`src/rtl/i2cst_pkg.sv`:
```
package i2cst_pkg;

   // Fields carried by a CPU status write.
   typedef struct packed {
      logic mst;
      logic trx;
      logic bb;
   } stat_wr_t;

   // A START request is a master-transmit write with the busy bit set.
   function automatic logic is_start_req(input logic wr_stat, input stat_wr_t w);
      return wr_stat & w.mst & w.trx & w.bb;
   endfunction

   // A busy write is honoured only for master-transmit writes.
   function automatic logic is_mtx_write(input logic wr_stat, input stat_wr_t w);
      return wr_stat & w.mst & w.trx;
   endfunction

endpackage

```
`src/rtl/i2cst_busy.sv`:
```
module i2cst_busy
   import i2cst_pkg::*;
(
   input  logic     clk,
   input  logic     rst_n,
   input  logic     en,
   input  logic     ev_start,
   input  logic     ev_stop,
   input  logic     wr_stat,
   input  stat_wr_t wr,
   output logic     busy_q,
   output logic     guard,
   output logic     start_ok,
   output logic     start_go
);
   logic req;

   assign req      = is_start_req(wr_stat, wr);
   assign guard    = req & busy_q;
   assign start_ok = req & ~busy_q & en;

   always_ff @(posedge clk) begin
      if (!rst_n) begin
         busy_q   <= 1'b0;
         start_go <= 1'b0;
      end else begin
         start_go <= start_ok;
         if (!en)
            busy_q <= 1'b0;
         else if (ev_stop)
            busy_q <= 1'b0;
         else if (ev_start)
            busy_q <= 1'b1;
         else if (is_mtx_write(wr_stat, wr) && !guard)
            busy_q <= wr.bb;
      end
   end
endmodule

```
`src/rtl/i2cst_mode.sv`:
```
module i2cst_mode
   import i2cst_pkg::*;
(
   input  logic     clk,
   input  logic     rst_n,
   input  logic     ev_start,
   input  logic     ev_stop,
   input  logic     ev_byte_done,
   input  logic     ev_ack_miss,
   input  logic     ev_mismatch,
   input  logic     ev_addr_byte,
   input  logic     addr_match,
   input  logic     rx_rw,
   input  logic     addr_free,
   input  logic     wr_stat,
   input  stat_wr_t wr,
   input  logic     guard,
   input  logic     start_ok,
   output logic     mst_q,
   output logic     trx_q,
   output logic     al_q,
   output logic     slv_rx
);
   logic al_now, trx_clr, mst_clr, rw_load;

   assign slv_rx  = ~mst_q & ~trx_q;
   assign al_now  = ev_mismatch & mst_q & trx_q;
   assign trx_clr = al_now | ev_stop | guard | (~mst_q & (ev_start | ev_ack_miss));
   assign mst_clr = ev_stop | guard | (ev_byte_done & (al_q | al_now));
   assign rw_load = slv_rx & ~addr_free & ev_addr_byte & addr_match;

   always_ff @(posedge clk) begin
      if (!rst_n) begin
         mst_q <= 1'b0;
         trx_q <= 1'b0;
         al_q  <= 1'b0;
      end else begin
         if (al_now)
            al_q <= 1'b1;
         else if (start_ok)
            al_q <= 1'b0;

         if (mst_clr)
            mst_q <= 1'b0;
         else if (wr_stat)
            mst_q <= wr.mst;

         if (trx_clr)
            trx_q <= 1'b0;
         else if (rw_load)
            trx_q <= rx_rw;
         else if (wr_stat)
            trx_q <= wr.trx;
      end
   end
endmodule

```
`src/rtl/i2cst_pend.sv`:
```
module i2cst_pend #(
   parameter int IRQ_PULSE = 1
) (
   input  logic clk,
   input  logic rst_n,
   input  logic en,
   input  logic ev_stop,
   input  logic guard,
   input  logic ev_byte_done,
   input  logic ev_addr_byte,
   input  logic addr_match,
   input  logic addr_free,
   input  logic slv_rx,
   input  logic cpu_wr_data,
   output logic pend_q,
   output logic irq,
   output logic scl_hold
);
   logic pend_d, addr_clr;

   assign addr_clr = slv_rx & ev_addr_byte & (addr_free | addr_match);

   always_comb begin
      if (!en || ev_stop || guard)
         pend_d = 1'b1;
      else if (ev_byte_done || addr_clr)
         pend_d = 1'b0;
      else if (cpu_wr_data)
         pend_d = 1'b1;
      else
         pend_d = pend_q;
   end

   always_ff @(posedge clk) begin
      if (!rst_n) pend_q <= 1'b1;
      else        pend_q <= pend_d;
   end

   assign scl_hold = ~pend_q;

   generate
      if (IRQ_PULSE != 0) begin : g_pulse
         logic irq_q;
         always_ff @(posedge clk) begin
            if (!rst_n) irq_q <= 1'b0;
            else        irq_q <= pend_q & ~pend_d;
         end
         assign irq = irq_q;
      end else begin : g_level
         assign irq = ~pend_q & en;
      end
   endgenerate
endmodule

```
`src/rtl/i2c_flag_ctrl.sv`:
```
module i2c_flag_ctrl
   import i2cst_pkg::*;
#(
   parameter int IRQ_PULSE = 1
) (
   input  logic clk,
   input  logic rst_n,
   input  logic if_en,
   input  logic addr_free,
   input  logic bus_start,
   input  logic bus_stop,
   input  logic byte_done,
   input  logic ack_missing,
   input  logic sda_mismatch,
   input  logic addr_byte,
   input  logic addr_match,
   input  logic rx_rw,
   input  logic cpu_wr_data,
   input  logic cpu_wr_stat,
   input  logic wr_mst,
   input  logic wr_trx,
   input  logic wr_bb,
   output logic mst_o,
   output logic trx_o,
   output logic busy_o,
   output logic pend_o,
   output logic arb_lost_o,
   output logic irq_o,
   output logic scl_hold_o,
   output logic start_go_o,
   output logic start_block_o
);
   generate
      if (IRQ_PULSE != 0 && IRQ_PULSE != 1) begin : g_bad_param
         initial $fatal(1, "IRQ_PULSE must be 0 or 1");
      end
   endgenerate

   stat_wr_t wr;
   logic     guard, start_ok, slv_rx;

   assign wr = '{mst: wr_mst, trx: wr_trx, bb: wr_bb};

   i2cst_busy u_busy (
      .clk      (clk),
      .rst_n    (rst_n),
      .en       (if_en),
      .ev_start (bus_start),
      .ev_stop  (bus_stop),
      .wr_stat  (cpu_wr_stat),
      .wr       (wr),
      .busy_q   (busy_o),
      .guard    (guard),
      .start_ok (start_ok),
      .start_go (start_go_o)
   );

   i2cst_mode u_mode (
      .clk          (clk),
      .rst_n        (rst_n),
      .ev_start     (bus_start),
      .ev_stop      (bus_stop),
      .ev_byte_done (byte_done),
      .ev_ack_miss  (ack_missing),
      .ev_mismatch  (sda_mismatch),
      .ev_addr_byte (addr_byte),
      .addr_match   (addr_match),
      .rx_rw        (rx_rw),
      .addr_free    (addr_free),
      .wr_stat      (cpu_wr_stat),
      .wr           (wr),
      .guard        (guard),
      .start_ok     (start_ok),
      .mst_q        (mst_o),
      .trx_q        (trx_o),
      .al_q         (arb_lost_o),
      .slv_rx       (slv_rx)
   );

   i2cst_pend #(.IRQ_PULSE(IRQ_PULSE)) u_pend (
      .clk          (clk),
      .rst_n        (rst_n),
      .en           (if_en),
      .ev_stop      (bus_stop),
      .guard        (guard),
      .ev_byte_done (byte_done),
      .ev_addr_byte (addr_byte),
      .addr_match   (addr_match),
      .addr_free    (addr_free),
      .slv_rx       (slv_rx),
      .cpu_wr_data  (cpu_wr_data),
      .pend_q       (pend_o),
      .irq          (irq_o),
      .scl_hold     (scl_hold_o)
   );

   assign start_block_o = busy_o;
endmodule

```
`config.mk`:
```
export PLATFORM = sky130hd
export DESIGN_NAME = i2c_flag_ctrl
export DESIGN_NICKNAME = d
export VERILOG_FILES = /design/src/rtl/i2cst_pkg.sv /design/src/rtl/i2cst_busy.sv /design/src/rtl/i2cst_mode.sv /design/src/rtl/i2cst_pend.sv /design/src/rtl/i2c_flag_ctrl.sv
export SDC_FILE = /design/constraint.sdc
export NUM_CORES = 1
export LEC_CHECK = 0
export ABC_AREA = 1
export ABC_CLOCK_PERIOD_IN_PS = 900
export CORE_MARGIN = 8
export CORE_UTILIZATION = 30
export DETAILED_ROUTE_END_ITERATION = 7
export DONT_BUFFER_PORTS = 1
export RECOVER_POWER = 50
export SYNTH_ARGS = -nofsm -noshare
export SYNTH_HDL_FRONTEND = slang
export SYNTH_SLANG_ARGS = --single-unit
```
`constraint.sdc`:
```
create_clock -name clk -period 0.9 [get_ports clk]
set_input_delay 0.09 -clock clk [delete_from_list [all_inputs] [get_ports clk]]
set_output_delay 0.09 -clock clk [all_outputs]
set_load 0.02 [all_outputs]
```
==> metrics.txt <==
status=finished with violations; failing checks=negative hold slack, negative setup slack; core region area=0.00127 mm^2; Synth area leader=dfxtp_1; critical path endpoint category=register; Area Overhead vs Synth=37.8%; Post-DRT Antenna Nets=0; Final HPWL DP=861 um; CTS tree=built; Synth Warn #=0; Setup violations, final=2; Req. time, crit path=1.05 ns; R2R Setup Slk=-0.006 ns; Worst VDD drop=0.755 mV; DR iter-0 viols=0; initial core utilization=31.1%; asr flop ratio synth=0%; Die Y=52.2 um; Top FF cell, synth=dfxtp_1; skew final=0.000319 ns; Max Buffers Root-to-Sink=2; number of remaining DRC errors=0; Die Wd=52.2 um; Root Driver=clkbuf_4; FILL cells=148; via/cell ratio=4.57; WL/cell=11.6 um; post-synth cell types=14; CP bufs+invs=0; share of cells above drive strength 1=25.0%; IO Count=26; Post-Place Worst Slack=-0.00446 ns; pwr dens=1290 mW/mm^2; Core Rows=13; post-route setup slack=-0.00586 ns; vias in the first global route=427; most frequent cell after synthesis=nor2_1; Final Non-Filler Cells=91; Worst slew margin=85.9%; Mapped Avg Cell Area=6.36 um^2; max_cap viols=0; CP max stage cell=dfxtp_4; Final Max Tran Viols=0; Max stage delay on crit path=0.36 ns; EDFF count, synth=0; R2R depth=6; IO Port Bufs=0; pin count of the biggest net entering global routing=5; clock-pin slew on the worst setup and hold paths=0.05 ns; initial antenna violation count=0; total wire length=1050 um; Tightest Pin Transition=0.212 ns; synth cell count leaders=nor2_1, nand2_1, inv_1, dfxtp_1; register area share after synthesis=35.6%; Min-Delay Endpoint=u_mode.mst_q; die area=0.00273 mm^2; crit-path max FO=4; final net count=94; period utilisation layout=101%; static leakage=0.279 nW; Crit path max-delay family=simple AND/OR/NAND/NOR gates; crit path launch type=register; Mapped Cells=62; Tmin final=0.906 ns; FF/Latch Area=148 um^2; post-synth top area share=35.6%; clk sink count=7; CP most frequent cell=nor2_1; total number of vias=416; number of H-tree levels=1; reg-to-reg critical path startpoint=u_mode.trx_q; hold_ws=-0.0000126 ns; worst-skew pair later-pin latency=0.25 ns; hold path depth=3; reg2reg end=u_mode.trx_q; post-synthesis cell area=394 um^2; placed insts=82; Synth Net Count=79; CTS Buf Count=3; final-report hold violation count=1; diode count=0; gpl congestion=0.775; fmax=1100 MHz; multi-input logic area=213 um^2; synth top area cells=dfxtp_1, nor2_1, nand2_1, inv_1, nand3_2; GRT Total Usage=8.56%; crit path from=u_mode.trx_q; Synth Register Bits=7; drt first pass iters=1; Hold Startpoint=byte_done; HP Class=in -> reg; Crit path arrival time=1.05 ns; first-pass GRT wire length=1750 um; Worst Path Class, Setup=reg -> reg; Cell Chain, Critical Path=nor2_4, nand2_2, nor2_1, nor2_1, nor2_1, nor2_1; RSZ-0062 raised after global routing=yes; grt ovf=0
[per-stage QoR]
| step | total power [mW] | cell area (um^2) | util [%] | setup TNS, ns |
|---|---|---|---|---|
| finish | 0.702 | 543 | 42.8 | -0.00845 |
| CTS | 0.722 | 532 | 41.9 | -0.0160 |
| detailed placement | 0.410 | 453 | 35.7 | -0.00446 |
| floorplan | 0.393 | 397 | - | 0 |
| global route | 0.755 | 543 | 42.8 | -0.403 |
| global placement | 0.409 | 453 | 35.7 | 0 |
[kinds of logic after synthesis]
logic type	count (synthesis)	synth area share (%)
flops	7	35.6
buf+inv	12	12.4
compound gates	7	10.5
simple gates	36	41.6
[power breakdown]
part | internal, mW | switching [mW]
Clock | 0.169 | 0.113
Sequential | 0.313 | 0.00959
Combinational | 0.0467 | 0.0499
Total | 0.529 | 0.173
[worst reg2reg max path: cells and delay by family, from the launching register on]
kind	cells	cell delay [ns]
AND/OR/NAND/NOR	6	0.46
flip-flops	1	0.36
[how the worst max path moves through the flow]
| stage | end | cells after the start |
|---|---|---|
| global route | u_mode.trx_q | 6 |
| detailed placement | u_mode.trx_q | 6 |
| floorplan | u_mode.trx_q | 6 |
| global placement | u_mode.trx_q | 6 |
| finish | u_mode.trx_q | 6 |
| CTS | u_mode.trx_q | 6 |
[placed cells by master (no fill, tap or decap)]
cell,Yosys,layout
a21oi_1,1,1
buf_4,1,6
buf_6,0,1
clkbuf_1,0,1
clkbuf_4,0,3
dfxtp_1,7,5
dfxtp_4,0,2
dlygate4sd3_1,0,4
inv_1,11,11
nand2_1,13,12
nand2_2,0,1
nand3_1,2,2
nand3_2,3,3
nand4_1,1,1
nor2_1,15,15
nor2_2,2,1
nor2_4,0,1
o21a_1,1,1
o21ai_0,3,2
o21ai_1,1,2
o21ai_2,1,1
[metal layers]
layer	vias to the layer above	part of all wire (%)	track usage, %
met1	174	38	8.23
met5	-	0	0
met4	0	0	1.29
met3	0	21	9.66
met2	26	40	12.4
li1	216	-	-
[what timing repair did]
action / CTS / global route
buffers inserted: 1 / 0
hold buffers: 4 / 0
resized for setup: 2 / 5
hold endpoints to repair: 4 / 0
setup endpoints to repair: 3 / 5
[flip-flops by register name (all words and copies together) (netlist names)]
register / count
u_mode.al_q: 1
u_busy.busy_q: 1
u_pend.irq: 1
u_mode.mst_q: 1
u_mode.trx_q: 1
u_pend.pend_q: 1
u_busy.start_go: 1
[cell type report]
cell class | instances | share of cell area (%)
Timing Repair Buffer | 11 | 17.7
Sequential cell | 7 | 27.2
Clock buffer | 4 | 4.84
Multi-Input combinational cell | 43 | 39.2
Tap cell | 15 | 3.46
Inverter | 11 | 7.60
No activity file was read; power rests on OpenSTA's default activity.
